## config.mk

```make
export PLATFORM = sky130hd
export DESIGN_NAME = phy_ctl_regs
export DESIGN_NICKNAME = d
export VERILOG_FILES = /design/src/rtl/phy_ctl_pkg.sv /design/src/rtl/phy_ctl_regfile.sv /design/src/rtl/phy_ctl_mii_gate.sv /design/src/rtl/phy_ctl_regs.sv
export SDC_FILE = /design/constraint.sdc
export NUM_CORES = 1
export LEC_CHECK = 0
export ABC_CLOCK_PERIOD_IN_PS = 2200
export BUFFER_PORTS_ARGS = -buffer_cell sky130_fd_sc_hd__buf_4
export CORE_UTILIZATION = 28
export DETAILED_ROUTE_END_ITERATION = 16
export HOLD_SLACK_MARGIN = 0.12
export PLACE_DENSITY = 0.85
export SYNTH_ARGS = -nofsm -noshare
export SYNTH_HDL_FRONTEND = slang
export SYNTH_SLANG_ARGS = --single-unit
```

## constraint.sdc

```tcl
create_clock -name clk -period 2.2 [get_ports clk]
set_input_delay 0.44 -clock clk [delete_from_list [all_inputs] [get_ports clk]]
set_output_delay 0.44 -clock clk [all_outputs]
set_load 0.005 [all_outputs]
```

## src/rtl/phy_ctl_pkg.sv

```systemverilog
package phy_ctl_pkg;
  localparam int REG_W     = 16;
  localparam int BIT_PDOWN = 11;
  localparam int BIT_ISO   = 10;
  localparam int BIT_CTEST = 7;

  typedef struct packed {
    logic pdown;
    logic iso;
    logic ctest;
  } ctl_bits_t;

  localparam ctl_bits_t CTL_RESET = '{pdown: 1'b1, iso: 1'b1, ctest: 1'b0};

  function automatic logic [REG_W-1:0] pack_ctl(input ctl_bits_t c);
    logic [REG_W-1:0] w;
    w            = '0;
    w[BIT_PDOWN] = c.pdown;
    w[BIT_ISO]   = c.iso;
    w[BIT_CTEST] = c.ctest;
    return w;
  endfunction
endpackage

```

## src/rtl/phy_ctl_regfile.sv

```systemverilog
module phy_ctl_regfile
  import phy_ctl_pkg::*;
#(
  parameter int ADDR_W   = 5,
  parameter int CTL_ADDR = 0,
  parameter int STS_ADDR = 1
) (
  input  logic              clk,
  input  logic              rst_n,
  input  logic [ADDR_W-1:0] addr,
  input  logic              wr,
  input  logic [REG_W-1:0]  wdata,
  output logic [REG_W-1:0]  rdata,
  output ctl_bits_t         ctl
);
  localparam logic [ADDR_W-1:0] CTL_A = ADDR_W'(CTL_ADDR);
  localparam logic [ADDR_W-1:0] STS_A = ADDR_W'(STS_ADDR);
  localparam logic [REG_W-1:0]  STS_FIXED = '0;

  ctl_bits_t ctl_q;
  ctl_bits_t ctl_nxt;
  logic      wr_hit;

  assign wr_hit = wr && (addr == CTL_A);

  // next state: power-down locks all other bits
  always_comb begin
    ctl_nxt       = ctl_q;
    ctl_nxt.pdown = wdata[BIT_PDOWN];
    if (!ctl_q.pdown) begin
      ctl_nxt.iso   = wdata[BIT_ISO];
      ctl_nxt.ctest = wdata[BIT_CTEST];
    end
  end

  always_ff @(posedge clk or negedge rst_n) begin
    if (!rst_n) begin
      ctl_q <= CTL_RESET;
    end else if (wr_hit) begin
      ctl_q <= ctl_nxt;
    end
  end

  always_comb begin
    if (addr == CTL_A)      rdata = pack_ctl(ctl_q);
    else if (addr == STS_A) rdata = STS_FIXED;
    else                    rdata = '0;
  end

  assign ctl = ctl_q;


  pdown_lock_chk: assert property (@(posedge clk) disable iff (!rst_n)
    (wr && addr == CTL_A && ctl_q.pdown) |=> ($stable(ctl_q.iso) && $stable(ctl_q.ctest)));


  wr_load_chk: assert property (@(posedge clk) disable iff (!rst_n)
    (wr && addr == CTL_A && !ctl_q.pdown) |=>
      (ctl_q.iso == $past(wdata[BIT_ISO]) && ctl_q.ctest == $past(wdata[BIT_CTEST])));


  sts_wr_ignored_chk: assert property (@(posedge clk) disable iff (!rst_n)
    (wr && addr != CTL_A) |=> $stable(ctl_q));
endmodule

```

## src/rtl/phy_ctl_mii_gate.sv

```systemverilog
module phy_ctl_mii_gate
  import phy_ctl_pkg::*;
#(
  parameter int DATA_W = 4
) (
  input  ctl_bits_t         ctl,
  input  logic [DATA_W-1:0] txd_i,
  input  logic              tx_en_i,
  input  logic              tx_er_i,
  output logic [DATA_W-1:0] txd_o,
  output logic              tx_en_o,
  output logic              tx_er_o,
  input  logic              tx_clk_i,
  input  logic              rx_clk_i,
  input  logic [DATA_W-1:0] rxd_i,
  input  logic              rx_dv_i,
  input  logic              rx_er_i,
  input  logic              col_i,
  output logic              tx_clk_o,
  output logic              tx_clk_oe,
  output logic              rx_clk_o,
  output logic              rx_clk_oe,
  output logic [DATA_W-1:0] rxd_o,
  output logic              rxd_oe,
  output logic              rx_dv_o,
  output logic              rx_dv_oe,
  output logic              rx_er_o,
  output logic              rx_er_oe,
  output logic              col_o,
  output logic              col_oe
);
  localparam int N_PIN = 6;

  logic             run;
  logic             drv_on;
  logic             tx_pass;
  logic             col_src;
  logic [N_PIN-1:0] pin_raw;
  logic [N_PIN-1:0] pin_out;
  logic [N_PIN-1:0] pin_oe;

  assign run     = !ctl.pdown;
  assign drv_on  = !ctl.iso;
  assign tx_pass = run && drv_on;

  // transmit side toward the core
  assign txd_o   = tx_pass ? txd_i : '0;
  assign tx_en_o = tx_pass && tx_en_i;
  assign tx_er_o = tx_pass && tx_er_i;

  // collision source: loop-back of transmit enable in test mode
  assign col_src = ctl.ctest ? tx_en_i : col_i;

  // single-bit pins: tx_clk, rx_clk, rx_dv, rx_er, col, (slot 5 unused-free: rxd handled below)
  assign pin_raw = {1'b0, col_src, rx_er_i, rx_dv_i, rx_clk_i, tx_clk_i};

  for (genvar g = 0; g < N_PIN; g++) begin : g_pin
    assign pin_out[g] = run && drv_on && pin_raw[g];
    assign pin_oe[g]  = drv_on;
  end

  assign tx_clk_o  = pin_out[0];
  assign rx_clk_o  = pin_out[1];
  assign rx_dv_o   = pin_out[2];
  assign rx_er_o   = pin_out[3];
  assign col_o     = pin_out[4];
  assign tx_clk_oe = pin_oe[0];
  assign rx_clk_oe = pin_oe[1];
  assign rx_dv_oe  = pin_oe[2];
  assign rx_er_oe  = pin_oe[3];
  assign col_oe    = pin_oe[4];
  assign rxd_oe    = pin_oe[5];
  assign rxd_o     = (run && drv_on) ? rxd_i : '0;


  always_comb begin
    if (ctl.ctest && run && drv_on) begin
      coltest_loop_chk: assert (col_o == tx_en_i);
    end
  end


  always_comb begin
    if (ctl.iso) begin
      iso_tx_ignored_chk: assert (!tx_en_o && !tx_er_o && txd_o == '0);
    end
  end
endmodule

```

## src/rtl/phy_ctl_regs.sv

```systemverilog
module phy_ctl_regs
  import phy_ctl_pkg::*;
#(
  parameter int ADDR_W   = 5,
  parameter int DATA_W   = 4,
  parameter int CTL_ADDR = 0,
  parameter int STS_ADDR = 1
) (
  input  logic              clk,
  input  logic              rst_n,
  input  logic [ADDR_W-1:0] reg_addr,
  input  logic              reg_wr,
  input  logic [REG_W-1:0]  reg_wdata,
  output logic [REG_W-1:0]  reg_rdata,
  input  logic [DATA_W-1:0] mii_txd_i,
  input  logic              mii_tx_en_i,
  input  logic              mii_tx_er_i,
  output logic [DATA_W-1:0] core_txd_o,
  output logic              core_tx_en_o,
  output logic              core_tx_er_o,
  input  logic              core_tx_clk_i,
  input  logic              core_rx_clk_i,
  input  logic [DATA_W-1:0] core_rxd_i,
  input  logic              core_rx_dv_i,
  input  logic              core_rx_er_i,
  input  logic              core_col_i,
  output logic              mii_tx_clk_o,
  output logic              mii_tx_clk_oe,
  output logic              mii_rx_clk_o,
  output logic              mii_rx_clk_oe,
  output logic [DATA_W-1:0] mii_rxd_o,
  output logic              mii_rxd_oe,
  output logic              mii_rx_dv_o,
  output logic              mii_rx_dv_oe,
  output logic              mii_rx_er_o,
  output logic              mii_rx_er_oe,
  output logic              mii_col_o,
  output logic              mii_col_oe,
  output logic              link_rst_o,
  output logic              osc_en_o
);
  localparam logic [ADDR_W-1:0] CTL_A = ADDR_W'(CTL_ADDR);

  ctl_bits_t ctl;

  phy_ctl_regfile #(
    .ADDR_W  (ADDR_W),
    .CTL_ADDR(CTL_ADDR),
    .STS_ADDR(STS_ADDR)
  ) u_regs (
    .clk  (clk),
    .rst_n(rst_n),
    .addr (reg_addr),
    .wr   (reg_wr),
    .wdata(reg_wdata),
    .rdata(reg_rdata),
    .ctl  (ctl)
  );

  phy_ctl_mii_gate #(
    .DATA_W(DATA_W)
  ) u_gate (
    .ctl      (ctl),
    .txd_i    (mii_txd_i),
    .tx_en_i  (mii_tx_en_i),
    .tx_er_i  (mii_tx_er_i),
    .txd_o    (core_txd_o),
    .tx_en_o  (core_tx_en_o),
    .tx_er_o  (core_tx_er_o),
    .tx_clk_i (core_tx_clk_i),
    .rx_clk_i (core_rx_clk_i),
    .rxd_i    (core_rxd_i),
    .rx_dv_i  (core_rx_dv_i),
    .rx_er_i  (core_rx_er_i),
    .col_i    (core_col_i),
    .tx_clk_o (mii_tx_clk_o),
    .tx_clk_oe(mii_tx_clk_oe),
    .rx_clk_o (mii_rx_clk_o),
    .rx_clk_oe(mii_rx_clk_oe),
    .rxd_o    (mii_rxd_o),
    .rxd_oe   (mii_rxd_oe),
    .rx_dv_o  (mii_rx_dv_o),
    .rx_dv_oe (mii_rx_dv_oe),
    .rx_er_o  (mii_rx_er_o),
    .rx_er_oe (mii_rx_er_oe),
    .col_o    (mii_col_o),
    .col_oe   (mii_col_oe)
  );

  // link state machine held and oscillator stopped while powered down
  assign link_rst_o = ctl.pdown;
  assign osc_en_o   = !ctl.pdown;


  pdown_osc_chk: assert property (@(posedge clk) disable iff (!rst_n)
    (reg_addr == CTL_A && reg_rdata[BIT_PDOWN]) |->
      (link_rst_o && !osc_en_o && !core_tx_en_o && !mii_rx_dv_o && !mii_col_o));


  iso_hiz_chk: assert property (@(posedge clk) disable iff (!rst_n)
    (reg_addr == CTL_A && reg_rdata[BIT_ISO]) |->
      (!mii_rxd_oe && !mii_col_oe && !mii_tx_clk_oe && !mii_rx_clk_oe && !mii_rx_dv_oe && !mii_rx_er_oe));


  rsvd_zero_chk: assert property (@(posedge clk) disable iff (!rst_n)
    (reg_addr == CTL_A) |-> ($countones(reg_rdata) == $countones({reg_rdata[BIT_PDOWN], reg_rdata[BIT_ISO], reg_rdata[BIT_CTEST]})));
endmodule

```

* Word level (Yosys, flattened, before mapping)
Index checks and enable logic that the tools add are counted.
** Cells by class
- Multiplexer cells :: 4
- Bitwise operators :: 1
- Reduce and logical (&&, ||, !) cells :: 13
** Operator list (count)
- 12-bit two-way mux :: 1
- 1-bit logical AND :: 9
- 4-bit two-way mux :: 2
- 5-bit logical NOT :: 1
- 1-bit logical NOT :: 2
- 2-bit AND reduction :: 1
- 1-bit two-way mux :: 1
- 1-bit inverter :: 1
** Storage, ports and cells
- Bits in registers :: 3
- Input bits :: 39
- Output and inout port bits :: 39
- Logic and storage cells :: 21

* Logic depth before layout (Yosys ltp)
Gate-level depths: netlist of run 1.
- Depth in word-level cells :: 3
- Depth in mapped cells :: 3
- Depth with buffers taken out :: 3

* Cells and area by module
From an unflattened synthesis of run 1, not the netlist that was laid out.
** Unflattened totals
- Cell total of the unflattened synthesis :: 52
- Area total of the unflattened synthesis :: 444.2 sq um
** By module, submodules not included
- phy_ctl_regfile :: times used 1, cells each 27, area each 265.3 sq um, seq. area each 77.6 sq um
- phy_ctl_mii_gate :: times used 1, cells each 24, area each 175.2 sq um, seq. area each 0.0 sq um
- phy_ctl_regs :: times used 1, cells each 1, area each 3.8 sq um, seq. area each 0.0 sq um

* Least setup slack after synthesis of run 1
OpenSTA, ideal clock, no wires.
- Kind :: reg-to-output
- Start point :: register u_regs.ctl_q, in the netlist u_regs.ctl[2]
- End point :: output core_tx_en_o
- Data arrival time :: 0.929 ns
- Data required time :: 1.760 ns
- Slack :: 0.831 ns
- Stages on the path, launching flop included :: 4
- Buffers on the path :: 1
- Cells stage by stage :: dfstp_2 nor2_1 clkbuf_1 and2_1
** Between the ends
- Longest elaborated chain between the ends :: 3
** Ends and longest elaborated chain
- start: declaration :: line phy_ctl_regfile.sv:20 : ctl_bits_t ctl_q;
- start signal: assignment :: line phy_ctl_regfile.sv:40 : ctl_q <= ctl_nxt;
- 1-bit logical NOT
- 1-bit logical AND :: line phy_ctl_mii_gate.sv:44 : assign tx_pass = run && drv_on;
- 1-bit logical AND :: line phy_ctl_mii_gate.sv:48 : assign tx_en_o = tx_pass && tx_en_i;
- end: declaration :: line phy_ctl_regs.sv:19 : output logic core_tx_en_o,
Every way passes these cells.

* Worst setup path in the final report of run 1
- Start point :: register u_regs.ctl_q, in the netlist u_regs.ctl[1]
- End point :: output mii_rxd_o[3]
** Between the ends
- Longest elaborated chain between the ends :: 3
** Ends and longest elaborated chain
- 1-bit logical NOT :: line phy_ctl_mii_gate.sv:43 : assign drv_on = !ctl.iso;
- 1-bit logical AND :: line phy_ctl_mii_gate.sv:73 : assign rxd_o = (run && drv_on) ? rxd_i : '0;
- 4-bit two-way mux :: line phy_ctl_mii_gate.sv:73
- end: declaration :: line phy_ctl_regs.sv:31 : output logic [DATA_W-1:0] mii_rxd_o,
Every way passes these cells.

==> out/metrics.cfg, run 1 <==
[run_status]
status=completed

[power_and_ir_drop]
pwr-share-seq=0.202
p_int_mw=0.291
power.density_nw_per_um2=543
pwr-share-clk=0.224
p_comb_frac=0.574
power_mw=0.421
peakVddDrop_mv=0.260
p_leak_nw=0.452
switchingPower_mw=0.129
p_sw_frac=0.308

[drt]
vias=482
drcViolationCount=0
viasPerCell=4.16
drtIter0Drc=3
wire_per_inst_um=10.0
firstDrtPassIters=3
postRouteWirelength_um=1160
ant_nets=0

[sta]
drv_slew=0
relSlewSlack=0.604
setup_viol=0
hold_viol_final=0
fmax_mhz=538
tightest_slew_ns=0.592
rsz0062_at_grt=false
fin_crit_sh=0.844
fin_crit_ns=1.86
fin_hold_ws_ns=0.428
tns_ns=0
fin_skew_ns=0.00191

[yosys]
synth_area_per_cell_um2=8.28
dominantRegCellSynth=dfstp_2
synth_top_cell_by_area=buf_4
synth_cell_types=15
netlist_top_cells_count=buf_4, and2_1, and3_2
ys_top_cells_by_area=buf_4, and2_1, dfstp_2, and3_2, dfrtp_1
netlist_area_um2=430
synth_most_common_cell=buf_4
synth-edff-count=0
synth_seq_cells=3
async_reset_ff_frac=1.00
ys_seq_area_frac=0.180
synth_warnings=0
syn-instance-count=52
synth_top_area_frac=0.314

[global_route]
grt_pass1_vias=380
grt_pass1_wl_um=1390
grt_overflow_total=0
grtUsageTotal=0.129
antenna_found_initial=0
grt_max_degree=15

[clock_tree]
cts-hold-fix-buffers=1
cts_sinks=3
cts.clk_slew.worst_paths_ns=0.04
ctsResizeCount=0
cts_buffers=3
ctsRootBufferMaster=clkbuf_4
insertion_delay_ns=0.23
cts_tree=done
cts.path.max_buffers=2
post_cts_buffers=0
htreeDepth=1

[cells_and_area]
fillers=132
final_cells=116
largest_register_ffs=3
area_delta_synth_final_pct=79.9
antenna_cells=0
layout-drive-gt1-share=0.624
nets=141

[setup_path]
r2r_cells=3
crit_path_end_kind=output pin
critical_path_class=reg -> out
start_kind=register
crit_fanout=14
required_ns=1.76
worstPathArrival_ns=1.42
r2r-end=u_regs.ctl[0]$_DFFE_PN0P_
r2r-start=u_regs.ctl[2]$_DFFE_PN1P_
r2r_slack_ns=1.03

[die]
design.die.area_um2=1700
initial_core_util=0.315
core_um2=1370
row_count=13
dieHeight_um=41.2
die_w_um=41.2
pin_count=78

[place]
gp_congestion=0.770
dp_cells=111
post-dp-hpwl_um=1040
port_buffers=51

[hold_path]
min-delay-start=reg_wdata[10]
hold_path_depth=2
whs_endpoint=u_regs.ctl[1]$_DFFE_PN1P_
hold_path.class=in -> reg

[flow_run]
maxCapViolations=0

[stage by stage]
step                setup WS (ns)   util  instance area [um^2]
floorplan                   0.831      -                   475
global placement            0.570  0.540                   738
detailed placement          0.540  0.540                   738
CTS                         0.292  0.567                   774
global route                0.195  0.567                   774
finish                      0.342  0.567                   774
[power by group through the flow]
stage | Sequential (mW) | Clock (mW) | Combinational [mW]
global placement | 0.0863 | 0 | 0.238
detailed placement | 0.0863 | 0 | 0.244
floorplan | 0.0822 | 0 | 0.126
global route | 0.0872 | 0.100 | 0.269
CTS | 0.0857 | 0.0980 | 0.246
finish | 0.0850 | 0.0943 | 0.241
[logic make-up (layout without fill, tap and decap cells)]
logic type             Yosys count  in the layout  share of synthesized area
and+or+nand+nor                 23             23                      0.369
muxes                            4              4                      0.102
buffers and inverters           21             58                      0.340
other                            1             13                    0.00871
DFF                              3              3                      0.180
[per-layer routing]
metal / wire length (um) / vias up / global-route usage
met5: 0 / - / 0
met4: 0 / 0 / 0.0484
met3: 187 / 0 / 0.0380
met2: 665 / 44 / 0.281
met1: 308 / 207 / 0.100
li1: - / 231 / -
[area by class of cell]
cell class,instances,area (um^2),share of cell area
sequential,3,77.6,0.100
tap,15,18.8,0.0242
clock buffer,4,26.3,0.0339
timing repair buffer,52,393,0.507
multi-input combinational,40,251,0.325
inverter,2,7.51,0.00969
[critical path: stages (launching register included)]
cell     delay [ns]
dfstp_2        0.38
nor2_1         0.47
and2_1         0.23
buf_4          0.11
[cell usage in the layout (no fill, tap or decap)]
cell | Yosys | routed
nor3_1 | 1 | 1
clkbuf_1 | 1 | 1
nor2_1 | 2 | 2
mux2_2 | 1 | 1
and3_2 | 4 | 4
nor3_4 | 1 | 1
dfstp_2 | 2 | 2
mux2_1 | 2 | 2
conb_1 | 1 | 13
buf_4 | 18 | 51
mux2i_1 | 1 | 1
clkbuf_4 | 0 | 3
and2_1 | 14 | 14
nand4_2 | 1 | 1
dlygate4sd3_1 | 0 | 1
inv_1 | 2 | 2
dfrtp_1 | 1 | 1
[how the worst max path moves through the flow]
stage | startpoint | depth (start not counted) | to | slack (ns)
6_report | u_regs.ctl[1]$_DFFE_PN1P_ | 3 | mii_rxd_o[3] | 0.34
5_1_grt | u_regs.ctl[1]$_DFFE_PN1P_ | 3 | mii_rxd_o[3] | 0.19
4_1_cts | u_regs.ctl[1]$_DFFE_PN1P_ | 3 | mii_rxd_o[3] | 0.29
3_5_place_dp | u_regs.ctl[1]$_DFFE_PN1P_ | 3 | mii_rxd_o[3] | 0.54
3_3_place_gp | u_regs.ctl[1]$_DFFE_PN1P_ | 3 | core_txd_o[2] | 0.57
2_1_floorplan | u_regs.ctl[2]$_DFFE_PN1P_ | 3 | core_tx_en_o | 0.83
(Power assumes the default switching activity.)
==> inputs of run 2 (changes only) <==
- ABC_CLOCK_PERIOD_IN_PS: 2200 -> 1540
- CORE_UTILIZATION: 28 -> 23
- PLACE_DENSITY: 0.85 -> 0.75
- clock period: 2.2 -> 1.54 ns (I/O delays scaled with it)
==> run 2 against run 1 <==
- sequential share of layout area shrank 0.40 points
- via count shrank 3.1%
- largest cell class unchanged
- die area grew 21%
- first-iteration DRC count is the same
- combinational power grew 51%
==> out/metrics.cfg, run 2 (synthesized netlist as in run 1, its figures left out) <==
[setup_path]
crit_fanout=14  ; unchanged
crit_path_end_kind=output pin  ; unchanged
cp_slowest_cell=dfstp_2  ; was nor2_1
required_ns=1.23  ; was 1.76 ns
crit_chain=nor2_4 -> and2_1 -> buf_4  ; was nor2_1 -> and2_1 -> buf_4
worstPathArrival_ns=1.18  ; was 1.42 ns
critical_path_buf_inv_count=1  ; unchanged
r2r-start=u_regs.ctl[2]$_DFFE_PN1P_  ; unchanged
cp_slowest_stage_delay_ns=0.58  ; was 0.47 ns
start_kind=register  ; unchanged
critical_path_class=reg -> out  ; unchanged
startpoint=u_regs.ctl[2]$_DFFE_PN1P_  ; was u_regs.ctl[1]$_DFFE_PN1P_
critPathTopFamily=flip-flops  ; was simple AND/OR/NAND/NOR gates

[power_and_ir_drop]
power_mw=0.625  ; was 0.421 mW
pwr-share-clk=0.219  ; was 0.224
peakVddDrop_mv=0.371  ; was 0.260 mV
p_int_mw=0.433  ; was 0.291 mW
p_leak_nw=0.462  ; was 0.452 nW
p_comb_frac=0.580  ; was 0.574
switchingPower_mw=0.192  ; was 0.129 mW
pwr-share-seq=0.200  ; was 0.202
p_sw_frac=0.307  ; was 0.308
power.density_nw_per_um2=775  ; was 543 nW/um^2

[die]
pin_count=78  ; unchanged
design.die.area_um2=2050  ; was 1700 um^2
row_count=15  ; was 13
die_w_um=45.3  ; was 41.2 um
initial_core_util=0.247  ; was 0.315
core_um2=1750  ; was 1370 um^2
dieHeight_um=45.3  ; was 41.2 um

[place]
dp_cells=121  ; was 111
post-dp-hpwl_um=995  ; was 1040 um
port_buffers=51  ; unchanged
gp_congestion=0.627  ; was 0.770
dp_slack_ns=0.0727  ; was 0.540 ns

[drt]
drtIter0Drc=3  ; unchanged
drcViolationCount=0  ; unchanged
vias=467  ; was 482
ant_nets=0  ; unchanged
firstDrtPassIters=2  ; was 3
viasPerCell=3.68  ; was 4.16
postRouteWirelength_um=1140  ; was 1160 um
wire_per_inst_um=8.98  ; was 10.0 um

[global_route]
antenna_found_initial=0  ; unchanged
grtUsageTotal=0.104  ; was 0.129
grt_pass1_wl_um=1500  ; was 1390 um
grt_overflow_total=0  ; unchanged
grt_pass1_vias=365  ; was 380
grt_max_degree=15  ; unchanged

[cells_and_area]
largest_register_ffs=3  ; unchanged
antenna_cells=0  ; unchanged
mostFrequentLayoutCell=buf_4  ; unchanged
area_delta_synth_final_pct=87.5  ; was 79.9%
final_cells=127  ; was 116
nets=142  ; was 141
layout-drive-gt1-share=0.657  ; was 0.624
mostFrequentLayoutCells=buf_4, conb_1, and2_1  ; was buf_4, and2_1, conb_1

[hold_path]
min-delay-start=reg_wdata[10]  ; unchanged
hold_path.class=in -> reg  ; unchanged

[clock_tree]
htreeDepth=1  ; unchanged
cts.path.max_buffers=2  ; unchanged
cts_sinks=3  ; unchanged
ctsRootBufferMaster=clkbuf_4  ; unchanged
cts_buffers=3  ; unchanged
cts.clk_slew.worst_paths_ns=0.04  ; about the same
insertion_delay_ns=0.23  ; about the same
cts_tree=done  ; unchanged

[sta]
hold_viol_final=0  ; unchanged
fin_ws_ns=0.0538  ; was 0.342 ns
fin_skew_ns=0.00344  ; was 0.00191 ns
fin_crit_ns=1.49
fmax_mhz=673
setup_viol=0  ; unchanged
fin_crit_sh=0.965
drv_slew=0  ; unchanged
fin_hold_ws_ns=0.303  ; was 0.428 ns
rsz0062_at_grt=true  ; was false

[flow_run]
maxCapViolations=0  ; unchanged

[run_status]
status=completed  ; unchanged

[run 2: changes by cell type in the layout (fill, tap and decap cells not counted)]
cell,previous run,this run
and2_1,14,12
buf_4,51,52
nor2_1,2,1
and2_4,0,2
nor2_4,0,1
[run 2: per-layer routing]
layer  share of wire  global-route usage  vias up  wire [um]
li1                -                   -      233          -
met1            0.35               0.114      209        402
met2            0.58               0.186       25        666
met3           0.064              0.0240        0         73
met4               0              0.0545        0          0
met5               0                   0        -          0
[run 2: what timing repair did]
| action | CTS | global route |
|---|---|---|
| endpoints found under the hold margin | 3 | 0 |
| gates cloned | 0 | 0 |
| pin swaps | 0 | 0 |
| gates resized for setup | 2 | 2 |
| hold buffers | 1 | 0 |
| setup buffers | 0 | 1 |
| endpoints found under the setup margin | 14 | 14 |
[run 2: power by group through the flow]
stage | sequential (mW) | clock [mW] | combinational, mW
after floorplan | 0.117 | 0 | 0.180
after CTS | 0.127 | 0.147 | 0.352
after global placement | 0.122 | 0 | 0.340
after global routing | 0.130 | 0.153 | 0.398
after detailed placement | 0.122 | 0 | 0.345
final | 0.125 | 0.137 | 0.363
[run 2: worst paths after layout]
check / slack, ns / depth (start not counted) / endpoint
min reg2reg: 0.56 / 1 / u_regs.ctl[0]$_DFFE_PN0P_
max: 0.05 / 3 / core_txd_o[3]
max in group asynchronous: 0.95 / 2 / u_regs.ctl[1]$_DFFE_PN1P_
min in group asynchronous: 0.40 / 2 / u_regs.ctl[0]$_DFFE_PN0P_
min: 0.30 / 2 / u_regs.ctl[1]$_DFFE_PN1P_
max reg2reg: 0.25 / 4 / u_regs.ctl[0]$_DFFE_PN0P_
[run 2: final cells by class]
cell class / instances / area, um^2
Multi-Input combinational cell: 40 / 264
Sequential cell: 3 / 77.6
Tap cell: 25 / 31.3
Timing Repair Buffer: 53 / 400
Fill cell: 180 / 938
Clock buffer: 4 / 26.3
Inverter: 2 / 7.51
[run 2: through the flow]
stage          area, um^2   util  setup TNS (ns)
2_1_floorplan         475      -               0
3_3_place_gp          751  0.430               0
4_1_cts               795  0.455               0
5_1_grt               807  0.462         -0.0139
6_report              807  0.462               0
3_5_place_dp          751  0.430               0
[run 2: worst reg2reg max path: stages, from the launching register on]
cell     delay (ns)
dfstp_2        0.58
buf_4          0.13
inv_1          0.05
nand4_2        0.07
mux2_1         0.34
